===== config.mk =====
export PLATFORM = sky130hd
export DESIGN_NAME = pkt_bus_bridge
export DESIGN_NICKNAME = d
export VERILOG_FILES = /design/src/rtl/pbb_pkg.sv /design/src/rtl/pbb_addr_decode.sv /design/src/rtl/pbb_cycle_seq.sv /design/src/rtl/pbb_status_regs.sv /design/src/rtl/pkt_bus_bridge.sv
export SDC_FILE = /design/constraint.sdc
export NUM_CORES = 1
export LEC_CHECK = 0
export CORE_MARGIN = 5
export CORE_UTILIZATION = 40
export DETAILED_ROUTE_END_ITERATION = 10
export DONT_BUFFER_PORTS = 1
export HOLD_SLACK_MARGIN = 0.03
export PLACE_DENSITY = 0.61
export SYNTH_ARGS = -nofsm -noshare
export SYNTH_HDL_FRONTEND = slang
export SYNTH_SLANG_ARGS = --single-unit

===== constraint.sdc =====
create_clock -name clk -period 3.99 [get_ports clk]
set_input_delay 0 -clock clk [delete_from_list [all_inputs] [get_ports clk]]
set_output_delay 0 -clock clk [all_outputs]
set_load 0.05 [all_outputs]

===== src/rtl/pbb_pkg.sv =====
// Shared types of the packet-to-backplane bridge.
// Assumes a 4-bit function code and an 11-bit sub-address on the bus.
package pbb_pkg;
    localparam int FN_W = 4;
    localparam int SA_W = 11;

    typedef enum logic [0:0] {
        ST_IDLE  = 1'b0,
        ST_CYCLE = 1'b1
    } seq_state_t;

    typedef struct packed {
        logic [FN_W-1:0] fn;
        logic [SA_W-1:0] sa;
    } bus_cmd_t;
endpackage


===== src/rtl/pbb_addr_decode.sv =====
// Request address decoder.
// Checks that a request is well formed and splits its address into a bus
// function code and a sub-address. Purely combinational. Assumes ADDR_W is
// at least SA_W + FN_W + 1.
module pbb_addr_decode
    import pbb_pkg::*;
#(
    parameter int ADDR_W     = 16,
    parameter int LEN_W      = 8,
    parameter int ACCESS_LEN = 2
) (
    input  logic [ADDR_W-1:0] addr,
    input  logic [LEN_W-1:0]  len,
    input  logic              write,
    output logic              ok,
    output bus_cmd_t          cmd
);
    localparam int FN_LO = ADDR_W - FN_W;

    // Well-formed check: top address bit set, even address, exact length.
    always_comb begin
        ok = addr[ADDR_W-1] && !addr[0] && (len == LEN_W'(ACCESS_LEN));
    end

    // Field split: the direction supplies the top function bit.
    always_comb begin
        cmd.fn = {write, addr[ADDR_W-2:FN_LO]};
        cmd.sa = addr[SA_W:1];
    end
endmodule


===== src/rtl/pbb_cycle_seq.sv =====
// Bus cycle sequencer.
// Accepts one request at a time and either refuses it (FIFO collision),
// answers it with an error (malformed), or runs one strobe on the bus
// until the target answers or the timeout expires. Emits a one-cycle
// "finish" bundle for the status bank. A soft reset drops any cycle at
// once. Assumes TIMEOUT_CYC >= 1.
module pbb_cycle_seq
    import pbb_pkg::*;
#(
    parameter int DATA_W      = 16,
    parameter int TIMEOUT_CYC = 16
) (
    input  logic              clk,
    input  logic              rst_n,
    input  logic              soft_rst,
    input  logic              req_valid,
    input  logic              req_ok,
    input  bus_cmd_t          req_cmd,
    input  logic [DATA_W-1:0] req_wdata,
    input  logic              fifo_rd_busy,
    input  logic              bus_done,
    input  logic [DATA_W-1:0] bus_rdata,
    input  logic              bus_q,
    input  logic              bus_ack,
    output logic              busy,
    output logic              bus_strobe,
    output bus_cmd_t          bus_cmd,
    output logic [DATA_W-1:0] bus_wdata,
    output logic              rsp_valid,
    output logic              rsp_err,
    output logic [DATA_W-1:0] rsp_rdata,
    output logic              fin,
    output bus_cmd_t          fin_cmd,
    output logic              fin_col,
    output logic              fin_q,
    output logic              fin_ack,
    output logic              fin_rd_upd,
    output logic              fin_wr_upd
);
    localparam int TW = $clog2(TIMEOUT_CYC + 1);

    seq_state_t        state_q;
    logic [TW-1:0]     tmr_q;
    logic              accept, go_now, col_now, bad_now, done_now, tmo_now;
    logic              cur_write;

    assign cur_write = bus_cmd.fn[FN_W-1];

    // Event decode for the current cycle.
    always_comb begin
        accept   = (state_q == ST_IDLE) && req_valid && !soft_rst;
        go_now   = accept && req_ok && !fifo_rd_busy;
        col_now  = accept && req_ok && fifo_rd_busy;
        bad_now  = accept && !req_ok;
        done_now = (state_q == ST_CYCLE) && bus_done && !soft_rst;
        tmo_now  = (state_q == ST_CYCLE) && !bus_done && !soft_rst
                   && (tmr_q == TW'(TIMEOUT_CYC - 1));
    end

    // Finish bundle toward the status bank.
    always_comb begin
        fin        = col_now || done_now || tmo_now;
        fin_cmd    = col_now ? req_cmd : bus_cmd;
        fin_col    = col_now;
        fin_q      = done_now && bus_q;
        fin_ack    = done_now && bus_ack;
        fin_rd_upd = done_now && !cur_write;
        fin_wr_upd = (done_now || tmo_now) && cur_write;
    end

    assign busy       = (state_q == ST_CYCLE);
    assign bus_strobe = (state_q == ST_CYCLE);

    // State, timer and latched bus fields.
    always_ff @(posedge clk) begin
        if (!rst_n) begin
            state_q   <= ST_IDLE;
            tmr_q     <= '0;
            bus_cmd   <= '0;
            bus_wdata <= '0;
        end else if (soft_rst) begin
            state_q <= ST_IDLE;
            tmr_q   <= '0;
        end else if (go_now) begin
            state_q   <= ST_CYCLE;
            tmr_q     <= '0;
            bus_cmd   <= req_cmd;
            bus_wdata <= req_wdata;
        end else if (done_now || tmo_now) begin
            state_q <= ST_IDLE;
        end else if (state_q == ST_CYCLE) begin
            tmr_q <= tmr_q + 1'b1;
        end
    end

    // Registered response toward the packet side.
    always_ff @(posedge clk) begin
        if (!rst_n) begin
            rsp_valid <= 1'b0;
            rsp_err   <= 1'b0;
            rsp_rdata <= '0;
        end else begin
            rsp_valid <= fin || bad_now;
            rsp_err   <= bad_now;
            rsp_rdata <= (done_now && !cur_write) ? bus_rdata : '0;
        end
    end
endmodule


===== src/rtl/pbb_status_regs.sv =====
// Status and control byte bank.
// Holds the last read and write words, the last function/sub-address, the
// response flags and the control bits, and exposes them as bytes.
// Byte map: read word, then write word (low byte first), then function/
// sub-address high, sub-address low, control+flags. Assumes SA_W = 11.
module pbb_status_regs
    import pbb_pkg::*;
#(
    parameter int DATA_W  = 16,
    parameter int STAT_AW = 3
) (
    input  logic               clk,
    input  logic               rst_n,
    input  logic               soft_clr,
    input  logic               fin,
    input  bus_cmd_t           fin_cmd,
    input  logic               fin_col,
    input  logic               fin_q,
    input  logic               fin_ack,
    input  logic               fin_rd_upd,
    input  logic               fin_wr_upd,
    input  logic [DATA_W-1:0]  rdata,
    input  logic [DATA_W-1:0]  wdata,
    input  logic               ctrl_we,
    input  logic [7:0]         ctrl_wdata,
    input  logic [STAT_AW-1:0] stat_addr,
    output logic [7:0]         stat_rdata,
    output logic               start_en
);
    localparam int NB       = DATA_W / 8;
    localparam int OFS_WR   = NB;
    localparam int OFS_CMD  = 2 * NB;
    localparam int OFS_SA   = 2 * NB + 1;
    localparam int OFS_FLG  = 2 * NB + 2;
    localparam int NREG     = 2 * NB + 3;

    logic [DATA_W-1:0] rd_q, wr_q;
    bus_cmd_t          cmd_q;
    logic [2:0]        flg_q;
    logic [2:0]        ctl_q;
    logic [7:0]        bytes_w [NREG];

    // Capture of last-cycle data, fields, flags and control bits.
    always_ff @(posedge clk) begin
        if (!rst_n) begin
            rd_q  <= '0;
            wr_q  <= '0;
            cmd_q <= '0;
            flg_q <= '0;
            ctl_q <= '0;
        end else begin
            if (soft_clr)      flg_q <= '0;
            else if (fin)      flg_q <= {fin_col, fin_ack, fin_q};
            if (fin)           cmd_q <= fin_cmd;
            if (fin_rd_upd)    rd_q  <= rdata;
            if (fin_wr_upd)    wr_q  <= wdata;
            if (ctrl_we)       ctl_q <= ctrl_wdata[6:4];
        end
    end

    // Byte lanes of the two data words.
    for (genvar l = 0; l < NB; l++) begin : g_lane
        assign bytes_w[l]          = rd_q[8*l +: 8];
        assign bytes_w[OFS_WR + l] = wr_q[8*l +: 8];
    end
    assign bytes_w[OFS_CMD] = {cmd_q.fn, 1'b0, cmd_q.sa[SA_W-1:8]};
    assign bytes_w[OFS_SA]  = cmd_q.sa[7:0];
    assign bytes_w[OFS_FLG] = {1'b0, ctl_q, 1'b0, flg_q};

    // Read multiplexer; unused selects read 0.
    always_comb begin
        stat_rdata = 8'h00;
        if (int'(stat_addr) < NREG) stat_rdata = bytes_w[stat_addr];
    end

    assign start_en = ctl_q[2];
endmodule


===== src/rtl/pkt_bus_bridge.sv =====
// Packet-to-backplane bus access bridge (top).
// Decodes requests, runs one bus cycle per well-formed request, keeps the
// status bank and gates the soft reset command with the start-enable bit.
// Assumes requests are held for one cycle and the target answers with a
// one-cycle bus_done pulse.
module pkt_bus_bridge
    import pbb_pkg::*;
#(
    parameter int ADDR_W      = 16,
    parameter int LEN_W       = 8,
    parameter int DATA_W      = 16,
    parameter int ACCESS_LEN  = 2,
    parameter int TIMEOUT_CYC = 16,
    parameter int STAT_AW     = $clog2(2 * (DATA_W / 8) + 3)
) (
    input  logic               clk,
    input  logic               rst_n,
    input  logic               req_valid,
    input  logic               req_write,
    input  logic [ADDR_W-1:0]  req_addr,
    input  logic [LEN_W-1:0]   req_len,
    input  logic [DATA_W-1:0]  req_wdata,
    output logic               busy,
    output logic               rsp_valid,
    output logic               rsp_err,
    output logic [DATA_W-1:0]  rsp_rdata,
    output logic               bus_strobe,
    output logic [FN_W-1:0]    bus_fn,
    output logic [SA_W-1:0]    bus_sa,
    output logic [DATA_W-1:0]  bus_wdata,
    input  logic               bus_done,
    input  logic [DATA_W-1:0]  bus_rdata,
    input  logic               bus_q,
    input  logic               bus_ack,
    input  logic               fifo_rd_busy,
    output logic               fifo_clr,
    input  logic               cmd_we,
    input  logic [7:0]         cmd_wdata,
    input  logic               ctrl_we,
    input  logic [7:0]         ctrl_wdata,
    input  logic [STAT_AW-1:0] stat_addr,
    output logic [7:0]         stat_rdata
);
    logic     dec_ok, start_en, soft_rst;
    bus_cmd_t dec_cmd, cur_cmd, fin_cmd;
    logic     fin, fin_col, fin_q, fin_ack, fin_rd_upd, fin_wr_upd;

    // Soft reset only counts while the start-enable control bit is set.
    assign soft_rst = cmd_we && cmd_wdata[2] && start_en;

    pbb_addr_decode #(
        .ADDR_W(ADDR_W), .LEN_W(LEN_W), .ACCESS_LEN(ACCESS_LEN)
    ) dec_i (
        .addr(req_addr), .len(req_len), .write(req_write),
        .ok(dec_ok), .cmd(dec_cmd)
    );

    pbb_cycle_seq #(
        .DATA_W(DATA_W), .TIMEOUT_CYC(TIMEOUT_CYC)
    ) seq_i (
        .clk(clk), .rst_n(rst_n), .soft_rst(soft_rst),
        .req_valid(req_valid), .req_ok(dec_ok), .req_cmd(dec_cmd),
        .req_wdata(req_wdata), .fifo_rd_busy(fifo_rd_busy),
        .bus_done(bus_done), .bus_rdata(bus_rdata), .bus_q(bus_q),
        .bus_ack(bus_ack), .busy(busy), .bus_strobe(bus_strobe),
        .bus_cmd(cur_cmd), .bus_wdata(bus_wdata), .rsp_valid(rsp_valid),
        .rsp_err(rsp_err), .rsp_rdata(rsp_rdata), .fin(fin),
        .fin_cmd(fin_cmd), .fin_col(fin_col), .fin_q(fin_q),
        .fin_ack(fin_ack), .fin_rd_upd(fin_rd_upd), .fin_wr_upd(fin_wr_upd)
    );

    pbb_status_regs #(
        .DATA_W(DATA_W), .STAT_AW(STAT_AW)
    ) regs_i (
        .clk(clk), .rst_n(rst_n), .soft_clr(soft_rst), .fin(fin),
        .fin_cmd(fin_cmd), .fin_col(fin_col), .fin_q(fin_q),
        .fin_ack(fin_ack), .fin_rd_upd(fin_rd_upd), .fin_wr_upd(fin_wr_upd),
        .rdata(bus_rdata), .wdata(bus_wdata), .ctrl_we(ctrl_we),
        .ctrl_wdata(ctrl_wdata), .stat_addr(stat_addr),
        .stat_rdata(stat_rdata), .start_en(start_en)
    );

    assign bus_fn = cur_cmd.fn;
    assign bus_sa = cur_cmd.sa;

    // One-cycle FIFO clear pulse on an accepted soft reset.
    always_ff @(posedge clk) begin
        if (!rst_n) fifo_clr <= 1'b0;
        else        fifo_clr <= soft_rst;
    end
endmodule


==> results of run 1 <==
stage by stage:
step	hold WS [ps]	area, um2	setup slack [ps]	std cells
after floorplan	126	4590	2090	460
after global placement	128	4590	1880	574
after detailed placement	136	4590	1740	574
cells in the mapped netlist (8+ instances only):
library cell and number:
a211oi_2 9, a21o_1 16, a21oi_1 20, and2_1 17, buf_2 9, clkbuf_1 13
dfxtp_1 109, mux2_2 8, mux2i_1 56, mux4_2 8, nand2_1 104, nor2_1 10
nor3_1 9, nor4_1 15, o21ai_0 8
cell families after synthesis:
group,after synthesis,synth area share (%)
AOI/OAI and AO/OA,65,10.2
DFF,109,47.6
buffers and inverters,36,4.72
adders and majority gates,2,0.546
and+or+nand+nor,173,18.3
muxes,72,18.1
xor gates and xnor gates,3,0.573
==> results_dict.tcl, run 1 <==
set metrics [dict create \
    async_reset_ff_share_pct 0 \
    gp_congestion 0.809 \
    initial_core_util_pct 40.5 \
    ys_seq_area_share_pct 47.6 \
    firstError "[ERROR RSZ-0060] Max buffer count reached." \
    die_y_um 117 \
    postCtsSetupBuffers 0 \
    synth_area_leaders "dfxtp_1, mux2i_1, nand2_1" \
    run_status "did not finish" \
    synth_area_um2 4590 \
    cts_hold_buf 119 \
    synth_top_area_cell "dfxtp_1" \
    portBuffers 0 \
    cts.root.buffer_cell "clkbuf_16" \
    cts_num_sinks 109 \
    hpwl_mm 8.27 \
    fp.dieW_um 117 \
    cts.path.max_buffers 2 \
    synthCells 460 \
    yosys_warnings 0 \
    synth_cell_types 40 \
    cts-buffers-inserted 9 \
    synth_nets 547 \
    synth_ff_type "dfxtp_1" \
    synth-seq-cells 109 \
    synth_top_area_share_pct 47.6 \
    row_count 39 \
    haltStage "4_1_cts" \
    synth-edff-count 0 \
    htreeDepth 3 \
    syn_avg_cell_area_um2 9.97 \
    ios 145 \
    cts_resized 0 \
]
==> run 2, diff against run 1 <==
--- a/config.mk
+++ b/config.mk
@@ -6,11 +6,10 @@
 export NUM_CORES = 1
 export LEC_CHECK = 0
 export CORE_MARGIN = 5
-export CORE_UTILIZATION = 40
+export CORE_UTILIZATION = 25
 export DETAILED_ROUTE_END_ITERATION = 10
 export DONT_BUFFER_PORTS = 1
-export HOLD_SLACK_MARGIN = 0.03
-export PLACE_DENSITY = 0.61
+export PLACE_DENSITY_LB_ADDON = 0.15
 export SYNTH_ARGS = -nofsm -noshare
 export SYNTH_HDL_FRONTEND = slang
 export SYNTH_SLANG_ARGS = --single-unit
==> run 2 against run 1 <==
Effect of this change: the flow now finishes without violations; synthesized area did not move; synthesized cell count unchanged.
==> results_dict.tcl, run 2 <==
set metrics [dict create \
    finalWorstSetupSlack_ps 1040 \
    p_per_area_nw_per_um2 365 \
    gp_congestion 0.726 \
    max_freq_mhz 339 \
    syn_avg_cell_area_um2 9.97 \
    leakage_nw 2.49 \
    overflow 0 \
    synth_top_area_cell "dfxtp_1" \
    grt_max_degree 65 \
    ys_seq_area_share_pct 47.6 \
    cts-buffers-inserted 9 \
    first_iter_violations 191 \
    synth_ff_type "dfxtp_1" \
    cts_tree "yes" \
    cts_resized 0 \
    utilization_pct 34.7 \
    synth_area_um2 4590 \
    worst-path-max-fanout 28 \
    area_growth_pct 36.5 \
    synth_most_common_cell "dfxtp_1" \
    wl_per_cell_um 17.9 \
    clk-insertion-delay-late_ps 360 \
    finalMaxSlewViolations 0 \
    run_status "finished clean" \
    synth_nets 547 \
    start_kind "flip-flop" \
    cts.root.buffer_cell "clkbuf_16" \
    maxCapViolations 0 \
    async_reset_ff_share_pct 0 \
    synth_commonest_cells "dfxtp_1, nand2_1, mux2i_1, a21oi_1, and2_1" \
    via_per_inst 4.68 \
    arrival_ps 3250 \
    vias 3731 \
    die_y_um 145 \
    end_kind "flip-flop" \
    portBuffers 0 \
    htreeDepth 3 \
    synth_area_leaders "dfxtp_1, mux2i_1, nand2_1" \
    synth-seq-cells 109 \
    ios 145 \
    synth_cell_types 40 \
    hp-class "in2reg" \
    whs_ps 116 \
    postCtsSetupBuffers 0 \
    synth-edff-count 0 \
    fin_crit_sh_pct 73.9 \
    coreArea_um2 18000 \
    drcViolationCount 0 \
    grt_pass1_vias 3900 \
    hpwl_mm 9.70 \
    yosys_warnings 0 \
    initial_core_util_pct 25.4 \
    clk_pin_slew_ps 80 \
    tightest_slew_ps 1140 \
    crit_type "reg2reg" \
    cts.path.max_buffers 2 \
    final-hold-violation-count 0 \
    grt_pass1_wl_mm 22.6 \
    final_common_cell "dlygate4sd3_1" \
    slew_headroom_pct 23.5 \
    drive_above_1_share_pct 8.98 \
    rsz0062_at_grt "no" \
    fin_skew_ps 9.96 \
    final_cell_mix "dlygate4sd3_1, dfxtp_1, nand2_1" \
    row_count 49 \
    synth_top_area_share_pct 47.6 \
    peakVddDrop_v 0.000198 \
    cts_hold_buf 121 \
    diodes 0 \
    nets 650 \
    gr-usage-all-layers_pct 13.6 \
    dr.pass1.iters 6 \
    dieArea_um2 21200 \
    totalWireLength_mm 14.2 \
    period_minus_slack_ps 2950 \
    cts_num_sinks 109 \
    drtAntennaViolNets 0 \
    synthCells 460 \
    setup_viol 0 \
    tns_ps 0 \
    required_ps 4290 \
    dp_slack_ps 1600 \
    antenna_found_initial 0 \
    fp.dieW_um 145 \
]
run 2: cell counts after synthesis:
Identical to the previous run, type by type.
run 2: per-layer routing:
layer / GRT usage (%) / share of wire (%) / vias up
li1: - / - / 1824
met1: 17.5 / 47 / 1770
met2: 21.3 / 45 / 115
met3: 5.17 / 6.3 / 22
met4: 3.96 / 1.8 / 0
met5: 0 / 0 / -
run 2: final timing paths:
path | start | to | slack, ps | depth (start not counted)
setup reg to reg | seq_i.bus_strobe | seq_i.bus_wdata[0] | 1040 | 8
setup / recovery | seq_i.bus_strobe | seq_i.bus_wdata[0] | 1040 | 8
hold / removal | bus_done | seq_i.tmr_q[3] | 120 | 4
hold reg to reg | regs_i.rd_q[5] | regs_i.rd_q[5] | 450 | 1
run 2: kinds of logic (layout without fill, tap and decap cells):
| group | after synthesis | after routing | synth area share (%) |
|---|---|---|---|
| AND/OR/NAND/NOR | 173 | 173 | 18.3 |
| AO/OA/AOI/OAI | 65 | 65 | 10.2 |
| adder cells (fa/ha/maj) | 2 | 2 | 0.546 |
| XOR/XNOR | 3 | 3 | 0.573 |
| buffers and inverters | 36 | 144 | 4.72 |
| multiplexers | 72 | 72 | 18.1 |
| flip-flops | 109 | 109 | 47.6 |
run 2: area by class of cell:
| cell class | count | area, um2 |
|---|---|---|
| fillers | 1830 | 11800 |
| multi-input cells | 315 | 2190 |
| flip-flops and latches | 109 | 2180 |
| repair buffers | 124 | 1230 |
| well taps | 229 | 287 |
| clock buffers | 11 | 243 |
| clock inverters | 5 | 106 |
| inverters | 4 | 15.0 |
run 2: power by group:
part | total (W) | switching, W | internal (W)
sequential | 0.00110 | 0.00000695 | 0.00109
clock | 0.00106 | 0.000424 | 0.000634
combinational | 0.000127 | 0.0000502 | 0.0000768
run 2: worst max-delay path: stages, from the launching register on:
cell           delay [ps]
dfxtp_1               300
buf_4                 240
nor2b_1               200
nand2_1                70
buf_4                 210
nor3_4                470
buf_4                 530
mux2i_1               250
dlygate4sd3_1         570
run 2: per-stage QoR:
step	power (W)	area [um2]	instances
3_3_place_gp	0.00117	4700	660
4_1_cts	0.00232	6260	797
5_1_grt	0.00238	6260	797
3_5_place_dp	0.00117	4700	660
2_1_floorplan	0.00118	4590	460
6_report	0.00228	6260	797
Power figures use the tool's default switching activity.
==> run 3, diff against run 2 <==
==> constraint.sdc (replaced) <==
create_clock -name clk -period 2.92 [get_ports clk]
set_input_delay 0 -clock clk [delete_from_list [all_inputs] [get_ports clk]]
set_output_delay 0 -clock clk [all_outputs]
set_load 0.05 [all_outputs]
==> run 3 against run 2 <==
Effect of this change: combinational power rose by 35%; flip-flop and latch count did not move; register-to-register slack got worse by 570 ps; sequential share of layout area rose by 0.20 points; global-route usage fell by 0.083 points; routed wire length fell by 1.0%; critical path type unchanged; largest cell class unchanged; largest power group unchanged; highest routed layer unchanged.
==> results_dict.tcl, run 3 (synthesis results as in run 2) <==
set metrics [dict create \
    grt_max_degree 65 \
    tightest_slew_ps 1060 \
    fin_crit_sh_pct 83.9 \
    final-hold-violation-count 0 \
    grt_pass1_vias 3842 \
    setup_viol 0 \
    cts_num_sinks 109 \
    final_cell_mix "dlygate4sd3_1, dfxtp_1, nand2_1" \
    hold_end "seq_i.tmr_q[3]" \
    wl_per_cell_um 17.6 \
    nets 652 \
    dpl_cell_area_um2 4710 \
    path_buf_inv 4 \
    arrival_ps 2750 \
    dr.pass1.iters 4 \
    cts.root.buffer_cell "clkbuf_16" \
    crit_top_cell "buf_4" \
    start_kind "flip-flop" \
    grt_pass1_wl_mm 22.7 \
    coreArea_um2 18000 \
    tns_ps 0 \
    cts-buffers-inserted 9 \
    cts.path.max_buffers 2 \
    end_kind "flip-flop" \
    reg2reg_setup_slack_ps 470 \
    slew_headroom_pct 29.2 \
    crit_type "reg2reg" \
    period_minus_slack_ps 2450 \
    drcViolationCount 0 \
    hpwl_mm 9.81 \
    peakVddDrop_v 0.000258 \
    crit_family "buffers and inverters" \
    overflow 0 \
    final_common_cell "dlygate4sd3_1" \
    dieArea_um2 21200 \
    gp_congestion 0.730 \
    antenna_found_initial 0 \
    hold_depth 4 \
    crit_path_cell_trace "buf_4 > nor2b_1 > nand2_1 > buf_4 > nor3_4 > buf_4 > mux2i_1 > dlygate4sd3_1" \
    first_iter_violations 156 \
    fin_skew_ps 8.18 \
    drtAntennaViolNets 0 \
    slowest_stage "dlygate4sd3_1" \
    p_per_area_nw_per_um2 469 \
    clk_pin_slew_ps 80 \
    max_stage_delay_ps 580 \
    rsz0062_at_grt "no" \
    r2r-start "seq_i.bus_strobe" \
    postCtsSetupBuffers 0 \
    worst_r2r_endpoint "seq_i.bus_cmd[13]" \
    row_count 49 \
    ios 145 \
    cts_resized 0 \
    via_per_inst 4.62 \
    portBuffers 0 \
    gr-usage-all-layers_pct 13.5 \
    diodes 0 \
    cts_tree "yes" \
    finalMaxSlewViolations 0 \
    maxCapViolations 0 \
    hp-class "in2reg" \
    reg2regPathDepth 8 \
    leakage_nw 2.48 \
    htreeDepth 3 \
    fp.dieW_um 145 \
    clk-insertion-delay-late_ps 350 \
    required_ps 3220 \
    finalInstanceArea_um2 6220 \
    totalWireLength_mm 14.1 \
    drive_above_1_share_pct 9.47 \
    worst-path-max-fanout 17 \
    run_status "finished clean" \
    initial_core_util_pct 25.4 \
    die_y_um 145 \
    area_growth_pct 35.7 \
    hold_start "bus_done" \
    max_freq_mhz 408 \
    vias 3694 \
]
[run 3: changes by cell type in the layout (fill, tap and decap cells not counted)]
cell	delta
bufinv_16	-2
buf_4	+2
clkbuf_1	-1
clkinv_2	+2
clkbuf_8	-1
clkinv_4	+2
[run 3: worst max path at each step]
stage	startpoint	to	slack, ps	cells after the start
global placement	seq_i.tmr_q[0]	regs_i.bytes_w[16]	870	7
global route	seq_i.bus_strobe	seq_i.bus_cmd[13]	260	8
CTS	seq_i.bus_strobe	seq_i.bus_cmd[0]	470	8
floorplan	seq_i.tmr_q[0]	regs_i.bytes_w[15]	1020	8
detailed placement	seq_i.tmr_q[0]	regs_i.bytes_w[14]	830	7
finish	seq_i.bus_strobe	seq_i.bus_cmd[13]	470	8
[run 3: timing repair]
action	in CTS	in global routing
hold buffers	121	0
hold endpoints to repair	92	0
endpoints found under the setup margin	0	0
[run 3: area by class of cell]
| cell class | instances | area (um2) |
|---|---|---|
| Multi-Input combinational cell | 315 | 2190 |
| Clock buffer | 9 | 225 |
| Fill cell | 1861 | 11800 |
| Inverter | 4 | 15.0 |
| Sequential cell | 109 | 2180 |
| Clock inverter | 7 | 73.8 |
| Tap cell | 229 | 287 |
| Timing Repair Buffer | 126 | 1250 |
[run 3: per-layer routing]
metal / part of all wire (%) / global-route usage, % / up-vias
li1: - / - / 1823
met5: 0 / 0 / -
met4: 1.4 / 4.15 / 0
met3: 5.7 / 4.11 / 12
met2: 47 / 21.2 / 94
met1: 46 / 18.0 / 1765
[run 3: worst reg2reg max path: cells and delay by family (launching register included)]
kind,cells,cell delay (ps)
buffers and inverters,4,1400
muxes,1,240
and+or+nand+nor,3,390
DFF,1,370
[run 3: stage by stage]
| stage | util [%] | power [W] | setup WS (ps) | hold WS [ps] | std cells |
|---|---|---|---|---|---|
| finish | 34.5 | 0.00292 | 471 | 95.0 | 799 |
| CTS | 34.5 | 0.00296 | 470 | 85.8 | 799 |
| detailed placement | 26.2 | 0.00160 | 834 | 135 | 662 |
| global placement | 26.2 | 0.00160 | 868 | 127 | 662 |
| global route | 34.5 | 0.00304 | 259 | 140 | 799 |
| floorplan | - | 0.00161 | 1020 | 126 | 460 |
[run 3: report_power, final]
group | leakage (nW) | total, W | switching (W) | internal (W)
Sequential | 0.879 | 0.00150 | 0.00000956 | 0.00149
Clock | 0.146 | 0.00125 | 0.000579 | 0.000669
Combinational | 1.46 | 0.000172 | 0.0000666 | 0.000106
==> run 4, diff against run 3 <==
==> constraint.sdc (replaced) <==
create_clock -name clk -period 2.1 [get_ports clk]
set_input_delay 0 -clock clk [delete_from_list [all_inputs] [get_ports clk]]
set_output_delay 0 -clock clk [all_outputs]
set_load 0.05 [all_outputs]
==> run 4 against run 3 <==
Effect of this change: final area decreased by 1.5%; cell count down 1.9%; register-to-register slack worse by 270 ps; power grew 50%; routed wire length rose by 3.4%; maximum frequency grew 29%; first-iteration DRC count grew 38%; clock power increased by 63%; setup slack got worse by 270 ps; sequential power is 39% higher; global-route usage rose by 0.27 points; hold slack worse by 65 ps.
==> results_dict.tcl, run 4 (synthesis results as in run 2) <==
set metrics [dict create \
    via_per_inst 4.70 \
    cts.path.max_buffers 2 \
    reg2reg_setup_slack_ps 200 \
    grt_pass1_wl_mm 23.0 \
    gr-usage-all-layers_pct 13.8 \
    final_common_cell "dfxtp_1" \
    dp.cells 674 \
    tns_ps 0 \
    dr.pass1.iters 4 \
    hpwl_mm 9.95 \
    maxCapViolations 0 \
    cts_num_sinks 109 \
    clk-insertion-delay-late_ps 360 \
    cts_tree "yes" \
    start_kind "flip-flop" \
    die_y_um 145 \
    slew_headroom_pct 49.9 \
    p_per_area_nw_per_um2 715 \
    max_stage_delay_ps 350 \
    worst-path-max-fanout 17 \
    area_growth_pct 33.7 \
    grt_pass1_vias 3971 \
    hold_depth 3 \
    gp_congestion 0.727 \
    worst_r2r_endpoint "regs_i.bytes_w[23]" \
    leakage_nw 2.39 \
    portBuffers 0 \
    fin_crit_sh_pct 90.5 \
    wl_per_cell_um 18.6 \
    hp-class "in2reg" \
    dieArea_um2 21200 \
    ios 145 \
    overflow 0 \
    row_count 49 \
    initial_core_util_pct 25.4 \
    run_status "finished clean" \
    final-hold-violation-count 0 \
    coreArea_um2 18000 \
    final_cell_mix "dfxtp_1, nand2_1, dlygate4sd3_1" \
    fp.dieW_um 145 \
    slowest_stage "and3_2" \
    rsz0062_at_grt "no" \
    crit_path_cell_trace "ha_1 > and3_1 > ha_1 > o21a_1 > and3_2 > a21oi_1 > a211oi_2" \
    grt_max_degree 36 \
    required_ps 2330 \
    drtAntennaViolNets 0 \
    power_w 0.00438 \
    drcViolationCount 0 \
    vias 3688 \
    cts-buffers-inserted 9 \
    whs_ps 29.9 \
    final_cells 784 \
    first_iter_violations 216 \
    reg2regPathDepth 7 \
    crit_top_cell "ha_1" \
    multi_input_area_um2 2190 \
    finalMaxSlewViolations 0 \
    path_buf_inv 0 \
    arrival_ps 2130 \
    end_kind "flip-flop" \
    peakVddDrop_v 0.000415 \
    hold_end "seq_i.bus_cmd[11]" \
    max_freq_mhz 526 \
    nets 636 \
    dp_slack_ps 37.2 \
    htreeDepth 3 \
    cts.root.buffer_cell "clkbuf_16" \
    setup_viol 0 \
    fin_skew_ps 7.97 \
    cp.depth 7 \
    clk_pin_slew_ps 80 \
    r2r-start "seq_i.tmr_q[0]" \
    period_minus_slack_ps 1900 \
    crit_type "reg2reg" \
    drive_above_1_share_pct 12.3 \
    totalWireLength_mm 14.6 \
    tightest_slew_ps 746 \
    crit_family "simple AND/OR/NAND/NOR gates" \
    antenna_found_initial 1 \
    fillerInstances 1846 \
    finalWorstSetupSlack_ps 198 \
    hold_start "fifo_rd_busy" \
    seqCellArea_um2 2180 \
]
run 4: cell count changes in the layout (fill, tap and decap cells not counted), sizes merged:
cell / previous run / this run
buf: 5 / 18
bufinv: 1 / 3
clkinv: 4 / 2
clkinvlp: 1 / 0
diode: 0 / 1
dlygate4sd3: 121 / 92
inv: 5 / 6
run 4: power by group:
part           internal (W)  switching, W  total, W
Clock               0.00119      0.000851   0.00204
Sequential          0.00207     0.0000132   0.00208
Combinational      0.000153      0.000108  0.000260
Total               0.00341      0.000972   0.00438
run 4: cell type report:
class	count	area share (%)
Clock inverter	7	2.12
Timing Repair Buffer	110	17.8
Clock buffer	9	3.67
Antenna cell	1	0.0408
Tap cell	229	4.67
Sequential cell	109	35.6
Inverter	4	0.245
Multi-Input combinational cell	315	35.8
run 4: worst max path at each step:
stage                        start  slack [ps]            endpoint
floorplan           seq_i.tmr_q[0]         200  regs_i.bytes_w[15]
global placement    seq_i.tmr_q[0]         120  regs_i.bytes_w[23]
detailed placement  seq_i.tmr_q[0]          40  regs_i.bytes_w[23]
CTS                 seq_i.tmr_q[0]          10  regs_i.bytes_w[23]
global route        seq_i.tmr_q[0]          40  regs_i.bytes_w[23]
finish              seq_i.tmr_q[0]         200  regs_i.bytes_w[23]
run 4: timing repair:
item,CTS,global route
buffers inserted,0,0
hold endpoints to repair,94,0
hold buffers,93,0
gates resized for setup,0,1
endpoints found under the setup margin,0,17
run 4: per-layer routing:
metal	GRT usage (%)	vias to the layer above	share of wire, %
li1	-	1800	-
met1	18.0	1780	46
met2	21.9	96	47
met3	4.30	12	5.4
met4	4.29	0	1.5
met5	0	-	0
run 4: metrics by stage:
step	util, %	cell area (um2)
floorplan	-	4590
global placement	26.8	4830
detailed placement	26.8	4830
CTS	34.0	6130
global route	34.0	6130
finish	34.0	6130
run 4: worst register-to-register path: stages (launching register included):
cell and delay (ps):
dfxtp_1 340, ha_1 210, and3_1 180, ha_1 190, o21a_1 220, and3_2 350
a21oi_1 200, a211oi_2 80
